===== src/rtl/kwdt_pkg.sv =====
package kwdt_pkg;
  localparam int unsigned ADDR_W = 5;
  localparam logic [ADDR_W-1:0] OFS_STAT = 5'd18;
  localparam logic [ADDR_W-1:0] OFS_CNT  = 5'd19;
  localparam logic [ADDR_W-1:0] OFS_KEY  = 5'd21;
  localparam logic [ADDR_W-1:0] OFS_CTRL = 5'd25;
  localparam logic [7:0] KEY_ARM  = 8'h55;
  localparam logic [7:0] KEY_FIRE = 8'hAA;
  localparam logic [2:0] CHK_GOOD = 3'b101;
  typedef enum logic {KS_IDLE, KS_ARMED} key_st_e;
endpackage


===== src/rtl/kwdt_keyseq.sv =====
module kwdt_keyseq
  import kwdt_pkg::*;
(
  input  logic       clk,
  input  logic       rst,
  input  logic       key_wr,
  input  logic [7:0] key_val,
  output logic       armed,
  output logic       kick
);
  key_st_e st_q;

  assign armed = (st_q == KS_ARMED);
  assign kick  = key_wr && (key_val == KEY_FIRE) && armed;

  always_ff @(posedge clk) begin
    if (rst) begin
      st_q <= KS_IDLE;
    end else if (key_wr) begin
      if (key_val == KEY_ARM) st_q <= KS_ARMED;
      else                    st_q <= KS_IDLE;
    end
  end
endmodule


===== src/rtl/kwdt_timebase.sv =====
module kwdt_timebase #(
  parameter int unsigned BASE_DIV = 512,
  parameter int unsigned SEL_W    = 3
) (
  input  logic             clk,
  input  logic             rst,
  input  logic             restart,
  input  logic             run,
  input  logic [SEL_W-1:0] sel,
  output logic             tick
);
  localparam int unsigned BW = (BASE_DIV > 1) ? $clog2(BASE_DIV) : 1;
  localparam int unsigned PW = (1 << SEL_W) - 2;

  logic [BW-1:0] base_q;
  logic [PW-1:0] psc_q;
  logic [PW-1:0] mask;
  logic          base_end;

  assign base_end = (base_q == BW'(BASE_DIV - 1));

  // bit b of the mask is set when the divide ratio needs it
  always_comb begin
    for (int b = 0; b < PW; b++) mask[b] = (int'(sel) >= b + 2);
  end

  assign tick = run && base_end && ((psc_q & mask) == mask);

  always_ff @(posedge clk) begin
    if (rst || restart) begin
      base_q <= '0;
      psc_q  <= '0;
    end else if (run) begin
      base_q <= base_end ? '0 : base_q + 1'b1;
      if (base_end) psc_q <= psc_q + 1'b1;
    end
  end
endmodule


===== src/rtl/kwdt_pulse.sv =====
module kwdt_pulse #(
  parameter int unsigned LEN = 512
) (
  input  logic clk,
  input  logic rst,
  input  logic fire,
  output logic out
);
  localparam int unsigned LW = $clog2(LEN + 1);
  logic [LW-1:0] left_q;

  always_ff @(posedge clk) begin
    if (rst) begin
      out    <= 1'b0;
      left_q <= '0;
    end else if (!out) begin
      if (fire) begin
        out    <= 1'b1;
        left_q <= LW'(LEN - 1);
      end
    end else if (left_q == '0) begin
      out <= 1'b0;
    end else begin
      left_q <= left_q - 1'b1;
    end
  end
endmodule


===== src/rtl/keyed_wdt.sv =====
module keyed_wdt
  import kwdt_pkg::*;
#(
  parameter int unsigned DW       = 16,
  parameter int unsigned CNT_W    = 8,
  parameter int unsigned BASE_DIV = 512,
  parameter int unsigned RST_LEN  = 512
) (
  input  logic              clk,
  input  logic              rst,
  input  logic              prot_set,
  input  logic              prot_clr,
  input  logic              bus_we,
  input  logic [ADDR_W-1:0] bus_addr,
  input  logic [DW-1:0]     bus_wdata,
  output logic [DW-1:0]     bus_rdata,
  input  logic              wake_en,
  output logic              wd_reset,
  output logic              wd_wake
);
  logic             prot_q;
  logic             ovr_q;
  logic             dis_q;
  logic [2:0]       ps_q;
  logic [CNT_W-1:0] cnt_q;
  logic             wr_ok, key_wr, ctrl_wr, stat_wr, bad_chk;
  logic             key_armed, kick, tick, run, ovf;
  logic [DW-1:0]    ctrl_view;

  assign wr_ok   = bus_we && prot_q;
  assign key_wr  = wr_ok && (bus_addr == OFS_KEY);
  assign ctrl_wr = wr_ok && (bus_addr == OFS_CTRL);
  assign stat_wr = wr_ok && (bus_addr == OFS_STAT);
  assign bad_chk = ctrl_wr && (bus_wdata[5:3] != CHK_GOOD);

  always_ff @(posedge clk) begin
    if (rst)           prot_q <= 1'b0;
    else if (prot_clr) prot_q <= 1'b0;
    else if (prot_set) prot_q <= 1'b1;
  end

  always_ff @(posedge clk) begin
    if (rst) begin
      ovr_q <= 1'b1;
      dis_q <= 1'b0;
      ps_q  <= 3'd0;
    end else begin
      if (stat_wr && bus_wdata[0]) ovr_q <= 1'b0;
      if (ctrl_wr && !bad_chk) begin
        ps_q <= bus_wdata[2:0];
        if (ovr_q || !bus_wdata[6]) dis_q <= bus_wdata[6];
      end
    end
  end

  kwdt_keyseq u_key (
    .clk    (clk),
    .rst    (rst),
    .key_wr (key_wr),
    .key_val(bus_wdata[7:0]),
    .armed  (key_armed),
    .kick   (kick)
  );

  assign run = !dis_q && !wd_reset;

  kwdt_timebase #(.BASE_DIV(BASE_DIV), .SEL_W(3)) u_tb (
    .clk    (clk),
    .rst    (rst),
    .restart(kick || wd_reset),
    .run    (run),
    .sel    (ps_q),
    .tick   (tick)
  );

  assign ovf = run && tick && (&cnt_q) && !kick;

  always_ff @(posedge clk) begin
    if (rst || kick || wd_reset) cnt_q <= '0;
    else if (run && tick)        cnt_q <= cnt_q + 1'b1;
  end

  kwdt_pulse #(.LEN(RST_LEN)) u_rst (
    .clk (clk),
    .rst (rst),
    .fire(bad_chk || (ovf && !wake_en)),
    .out (wd_reset)
  );

  always_ff @(posedge clk) begin
    if (rst) wd_wake <= 1'b0;
    else     wd_wake <= ovf && wake_en;
  end

  assign ctrl_view = {{(DW-7){1'b0}}, dis_q, 3'b000, ps_q};

  always_ff @(posedge clk) begin
    if (rst) begin
      bus_rdata <= '0;
    end else begin
      unique case (bus_addr)
        OFS_STAT:          bus_rdata <= {{(DW-1){1'b0}}, ovr_q};
        OFS_CNT:           bus_rdata <= {{(DW-CNT_W){1'b0}}, cnt_q};
        OFS_KEY, OFS_CTRL: bus_rdata <= ctrl_view;
        default:           bus_rdata <= '0;
      endcase
    end
  end
endmodule


===== config.mk =====
export PLATFORM = sky130hd
export DESIGN_NAME = keyed_wdt
export DESIGN_NICKNAME = d
export VERILOG_FILES = /design/src/rtl/kwdt_pkg.sv /design/src/rtl/kwdt_keyseq.sv /design/src/rtl/kwdt_timebase.sv /design/src/rtl/kwdt_pulse.sv /design/src/rtl/keyed_wdt.sv
export SDC_FILE = /design/constraint.sdc
export NUM_CORES = 1
export LEC_CHECK = 0
export ABC_AREA = 1
export BUFFER_PORTS_ARGS = -buffer_cell sky130_fd_sc_hd__buf_2
export CAP_MARGIN = 20
export CORE_MARGIN = 2
export CORE_UTILIZATION = 30
export CTS_CLUSTER_DIAMETER = 40
export CTS_CLUSTER_SIZE = 25
export DETAILED_ROUTE_END_ITERATION = 16
export GPL_ROUTABILITY_DRIVEN = 1
export PLACE_DENSITY = 0.56
export SLEW_MARGIN = 20
export SYNTH_ARGS = -nofsm -noshare
export SYNTH_HDL_FRONTEND = slang
export SYNTH_HIERARCHICAL = 1
export SYNTH_SLANG_ARGS = --single-unit

===== constraint.sdc =====
create_clock -name clk -period 3 [get_ports clk]
set_clock_uncertainty 0.15 [all_clocks]
set_input_delay 0.45 -clock clk [delete_from_list [all_inputs] [get_ports clk]]
set_output_delay 0.45 -clock clk [all_outputs]
set_load 0.1 [all_outputs]

==> results.md, run 1 <==
* Grt ovf at 0
* WP data arrival at ~2.7 ns
* Async SR Flop Fraction at 0%
* Gate Count Post-Synth at ~400
* Fin. Hold Viols at 0
* Ys Warns at 6
* Top cells by count, synth: nand2_1, nor2_1, dfxtp_1, inv_1, nand3_1
* Worst-path fanout max at 9
* Reg2Reg Launch Point: u_tb/base_q[0]
* Nets at 467
* Post-DP Area at 0.00294 mm²
* Syn Area/Cell at 6.73 µm²
* Largest family of logic cells by synthesized area: simple AND/OR/NAND/NOR gates
* Die area at approximately 0.0097 mm²
* Maxcap violations at 0
* Multiplexer share of the synthesized area at 0%
* Adder-cell share of the synthesized area at 2.33%
* Ant diodes at 0
* Vias in the first global route at 2190
* PD cells at 413 mW/mm²
* Root buffer cell: clkbuf_8
* Proportion of layout cells with a drive suffix above 1 at roughly 17%
* Worst Hold Launch: prot_clr
* Routability congestion estimate at 0.794
* Initial antenna violation count at 0
* Via density at around 4.5
* Relative slew margins at between 60% and 70%
* Netlist cell types at 31
* Final Instance Count excl. Fillers at 543
* Final setup viols at 0
* Top cells by area, synth: dfxtp_1, nand2_1, nor2_1
* Die width at ~99 µm
* Final HPWL DP at about 4100 µm
* Tot GR Track Use at between 10% and 20%
* Startpoint class of the critical path: flop
* RSZ-0062 raised after global routing: false
* Fin crit period at 2.68 ns
* CTS tree: yes
* Htree depth at 2
* Critical Path RT at 3.02 ns
* Synth Cell Area at between 0.002 and 0.003 mm²
* Largest net degree at the start of global routing at 26
* Min-delay worst type: in2reg
* Iteration-0 DRC Markers at between 70 and 80
* Primary FF master, synth: dfxtp_1
* Vias at 2428
* Cells after DPL at roughly 540
* Leakage Power at 1.37 nW
* Post-Synth Simple-Gate Area at 40.1%
* CTS Hold Bufs at 0
* DRT antenna net count at 0
* Critical Path Sink Type: flop
* Leading area contributor after synthesis: dfxtp_1
* Total wire length at 5510 µm
* Area Overhead vs Synth at 14.3%
* DRC errors left at 0
* Xor and xnor area share after synthesis at less than 1%
* Pre-Repair DR Iteration Count at 4
* Io pins at 45
* Compound-gate portion of the synthesized area at 7.92%
* Initial Util at 30.8%
* Clock transition at path regs at about 0.090 ns
* EDFF count, synth at 0
* # clock sinks at 50
* Final slew viol count at 0
* Worst-margin pin slew at roughly 0.54 ns
* Post-synth top area share at a little under two fifths
* Post-Layout Inst Area at slightly above 0.003 mm²
* Yosys reg bits at 50
* Clock Latency Late Sink at 0.30 ns
* Max VDD drop at 153 µV
* Setup CP Type: reg2reg
* CTS Buf Count at 5
* Drt wl/cell at 10.1 µm
* Input/output buffers at 28
* Setup_tns at 0 ns
* Most common cell in the netlist: nand2_1
* # rows at 34
* Postcts setup bufs at 0
* Crit path from: u_tb/base_q[0]
* Crit share post-route at 89.4%
* First-pass GRT wire length at ~9400 µm
* Die height at 98.6 µm
* Outcome: complete, no violations
* Fmax at 0.373 GHz
* Clk buf depth at 2
* Sequential area share after synthesis at 37.3%
* Post-CTS Resized at 0
* Power Total at 1.27 mW
* CORE AREA at between 0.008 and 0.009 mm²
-- power breakdown --
part	switching, mW	internal [mW]
Combinational	0.0840	0.0236
Clock	0.220	0.267
Sequential	0.00456	0.668
Total	0.308	0.958
-- placed cells by master (no fill, tap or decap), types with 3 or more instances in the layout --
| master | n |
|---|---|
| nand4_1 | 9 |
| inv_2 | 4 |
| nand3b_1 | 3 |
| nor3_1 | 10 |
| nand2_1 | 98 |
| nor2_2 | 3 |
| nand2_2 | 6 |
| dfxtp_1 | 50 |
| ha_1 | 4 |
| nand2_4 | 3 |
| a21oi_1 | 27 |
| o21ai_0 | 10 |
| nor2_1 | 52 |
| conb_1 | 8 |
| buf_4 | 7 |
| nor2_4 | 8 |
| nand3_1 | 36 |
| buf_2 | 28 |
| clkbuf_8 | 6 |
| inv_1 | 49 |
-- worst max-delay path: stages (launching register included) --
cell and delay (ns):
dfxtp_1 0.40, ha_1 0.20, nand2_1 0.09, nor4_2 0.24
ha_2 0.26, nand2_4 0.09, inv_4 0.06, nand2_1 0.06
a21oi_2 0.15, nand2_4 0.08, nor2_4 0.08, nand3_1 0.10
o22ai_1 0.17, nand2_2 0.09, buf_4 0.18, nand3_1 0.09
a21oi_1 0.07
-- flip-flops by register name, indices dropped and copies added, names as in the netlist, 3 cells and up --
signal	cells
bus_rdata	8
u_tb/psc_q	6
cnt_q	8
u_rst/left_q	10
u_tb/base_q	9
ps_q	3
-- final cells by class --
class                      count  area, µm²
clock buffer                   6       82.6
clock inverter                 1       30.0
fill                         929       5650
inverter                      54        205
multi-input combinational    289       1420
sequential                    50       1000
tap                          108        135
timing repair buffer          35        193
-- cell families after synthesis --
logic type,Yosys count
AND/OR/NAND/NOR,232
buffers and inverters,67
flip-flops,50
AO/OA/AOI/OAI,41
adder cells (fa/ha/maj),5
XOR/XNOR,3
other,1
-- routing by layer --
layer,vias up,part of all wire (%),global-route usage [%]
met5,-,0,0
met4,0,0.89,3.48
met3,5,3.3,2.13
met2,34,49,20.6
met1,1072,47,14.0
li1,1317,-,-
-- worst paths after layout --
| kind | slack (ns) | endpoint | cells past startpoint |
|---|---|---|---|
| setup / recovery | 0.32 | u_rst/left_q[9] | 16 |
| hold reg to reg | 0.33 | ovr_q | 2 |
| setup reg to reg | 0.32 | u_rst/left_q[9] | 16 |
| hold / removal | 0.15 | prot_q | 2 |
-- through the flow --
step           hold WS, ns  setup WS [ns]  utilization (%)
5_1_grt              0.149         0.0514             35.2
6_report             0.145          0.319             35.2
3_5_place_dp         0.313          0.163             33.7
2_1_floorplan        0.290          0.342                -
3_3_place_gp         0.304          0.219             33.7
4_1_cts              0.136          0.142             35.0
Note: power is estimated with default switching activity, not from simulation.
==> run 2, diff against run 1 <==
--- a/config.mk
+++ b/config.mk
@@ -10,10 +10,12 @@
 export CAP_MARGIN = 20
 export CORE_MARGIN = 2
 export CORE_UTILIZATION = 30
+export CTS_BUF_LIST = sky130_fd_sc_hd__clkbuf_16
 export CTS_CLUSTER_DIAMETER = 40
 export CTS_CLUSTER_SIZE = 25
 export DETAILED_ROUTE_END_ITERATION = 16
 export GPL_ROUTABILITY_DRIVEN = 1
+export HOLD_SLACK_MARGIN = 0.08
 export PLACE_DENSITY = 0.56
 export SLEW_MARGIN = 20
 export SYNTH_ARGS = -nofsm -noshare
==> run 2 against run 1 <==
Compared with the run above:
- die area stayed put
- sequential share of layout area decreased by 0.45 points
- via count increased by 0.16%
- critical path depth unchanged
- clock-buffer cell count decreased by 1
- highest routed layer unchanged
- cell area up 1.4%
- first-iteration DRC count fell by 2.5%
- hold slack gained 0.017 ns
- utilization increased by 0.49 points
- largest power group unchanged
- combinational power about the same
- fmax is 1.8% lower
- cell count unchanged
==> results.md, run 2 (synthesis gave the netlist of run 1 again) <==
* Worst Hold Launch: prot_clr
* DRC errors left at 0 (unchanged)
* Leakage Power at 1.39 nW (+1.5%)
* Number of flip-flops under the largest register name at 10 (unchanged)
* CP max-delay cell: dfxtp_1
* Setup_tns at 0 ns (unchanged)
* Cell count along the critical path at 16 (unchanged)
* Relative slew margins at 63.7% (-0.52 points)
* Largest registers: u_rst/left_q: 10 flops, u_tb/base_q: 9 flops
* Clock Latency Late Sink at 0.29 ns (about the same)
* # clock sinks at 50 (unchanged)
* Power Total at 1.41 mW (+11%)
* Postcts setup bufs at 0 (unchanged)
* Worst slack at placement at 0.163 ns (unchanged)
* Pre-Repair DR Iteration Count at 4 (unchanged)
* Max VDD drop at 206 µV (+34%)
* Setup ws final at 0.270 ns (-0.0493 ns)
* Tot GR Track Use at 11.7% (+0.15 points)
* Vias in the first global route at 2211 (+0.96%)
* CORE AREA at 0.00872 mm² (unchanged)
* Initial Util at 30.8% (unchanged)
* CTS tree: yes
* Setup CP Type: reg2reg
* Die area at 0.00973 mm² (unchanged)
* Cells after DPL at 536 (unchanged)
* Reg with most FFs: u_rst/left_q
* Reg2reg path depth at 16 (unchanged)
* PD cells at 453 mW/mm² (+9.9%)
* CTS Hold Bufs at 0 (unchanged)
* Crit path from: u_tb/base_q[0]
* # fillers at 918 (-1.2%)
* Largest net degree at the start of global routing at 26 (unchanged)
* Critical path buffer and inverter count at 2 (unchanged)
* Uppermost layer routed: met4
* Outcome: complete, no violations
* Min-delay worst type: in2reg
* Io pins at 45 (unchanged)
* Final setup viols at 0 (unchanged)
* Fin crit period at 2.73 ns (+0.0493 ns)
* Die width at 98.6 µm (unchanged)
* Initial antenna violation count at 0 (unchanged)
* Metal2 WL at 2720 µm (+0.48%)
* Max incr delay on CP at 0.39 ns (about the same)
* Iteration-0 DRC Markers at 77 (-2.5%)
* Worst Setup EP: u_rst/left_q[9]
* Routability congestion estimate at 0.794 (unchanged)
* Final HPWL DP at 4120 µm (unchanged)
* # rows at 34 (unchanged)
* FF-to-FF End: u_rst/left_q[9]
* Drt wl/cell at 10.3 µm (+1.2%)
* Worst-path fanout max at 9 (unchanged)
* DRT antenna net count at 0 (unchanged)
* Ant diodes at 0 (unchanged)
* Critical Path Sink Type: flop
* R2r setup slk at 0.27 ns (-0.05 ns)
* Final slew viol count at 0 (unchanged)
* WP data arrival at 2.73 ns (+0.03 ns)
* Commonest cells after routing, fill and taps aside: nand2_1, nor2_1, dfxtp_1
* Grt ovf at 0 (unchanged)
* Critical Path, Cell by Cell: ha_1 -> nand2_1 -> nor4_2 -> ha_2 -> nand2_4 -> inv_4 -> nand2_1 -> a21oi_1 -> nand2_4 -> nor2_4 -> nand3_1 -> o22ai_1 -> nand2_2 -> buf_4 -> nand3_1 -> a21oi_1
* Area Overhead vs Synth at 15.9%
* Crit share post-route at 91.0% (+1.6 points)
* First-pass GRT wire length at 9480 µm (+1.3%)
* Root buffer cell: clkbuf_16
* Most common cell after layout, fill and taps aside: nand2_1
* Final Core Density at 35.7% (+0.49 points)
* CTS Buf Count at 5 (unchanged)
* Clk buf depth at 2 (unchanged)
* Maxcap violations at 0 (unchanged)
* Top delay family on crit path: simple AND/OR/NAND/NOR gates
* Htree depth at 2 (unchanged)
* Total wire length at 5570 µm (+1.2%)
* Fin. Hold Viols at 0 (unchanged)
* Startpoint class of the critical path: flop
* Reg2Reg Launch Point: u_tb/base_q[0]
* Proportion of layout cells with a drive suffix above 1 at 16.3% (-0.46 points)
* Vias at 2432 (+0.16%)
* Met3 WL at 195 µm (+8.9%)
* Input/output buffers at 28 (unchanged)
* Critical Path RT at 3.00 ns (-0.02 ns)
* Clock transition at path regs at 0.07 ns (-0.02 ns)
* Nets at 467 (unchanged)
* Worst-margin pin slew at 0.544 ns (+0.00847 ns)
* Fmax at 0.366 GHz (-1.8%)
* Via density at 4.48 (+0.16%)
* Post-CTS Resized at 0 (unchanged)
* Die height at 98.6 µm (unchanged)
* Final Instance Count excl. Fillers at 543 (unchanged)
* Wire length on met1 at 2610 µm (+1.4%)
## run 2: stage by stage
step / hold WS (ns) / cell area, µm²
floorplan: 0.290 / 2710
global placement: 0.304 / 2940
detailed placement: 0.313 / 2940
CTS: 0.161 / 3100
global route: 0.176 / 3110
finish: 0.162 / 3110
## run 2: worst min path at each step
stage                     end  slack, ns  depth (start not counted)
6_report               prot_q       0.16                          2
3_5_place_dp            ovr_q       0.31                          2
5_1_grt                prot_q       0.18                          2
2_1_floorplan           ovr_q       0.29                          2
3_3_place_gp   u_tb/base_q[8]       0.30                          2
4_1_cts                prot_q       0.16                          2
## run 2: where the power goes
| part | internal [mW] | switching, mW | leakage (nW) |
|---|---|---|---|
| Combinational | 0.0236 | 0.0844 | 0.907 |
| Clock | 0.386 | 0.244 | 0.0773 |
| Sequential | 0.668 | 0.00454 | 0.403 |
| Total | 1.08 | 0.333 | 1.39 |
## run 2: final cells by class
type / count / area [µm²] / share of cell area (%)
flip-flops and latches: 50 / 1000 / 32.2
inverters: 54 / 205 / 6.59
clock buffers: 5 / 125 / 4.02
well taps: 108 / 135 / 4.34
clock inverters: 2 / 33.8 / 1.09
multi-input cells: 289 / 1420 / 45.6
repair buffers: 35 / 193 / 6.19
## run 2: metal layers
metal | track usage, % | vias to the layer above
li1 | - | 1321
met1 | 14.2 | 1072
met2 | 20.9 | 32
met3 | 2.06 | 7
met4 | 3.48 | 0
met5 | 0 | -
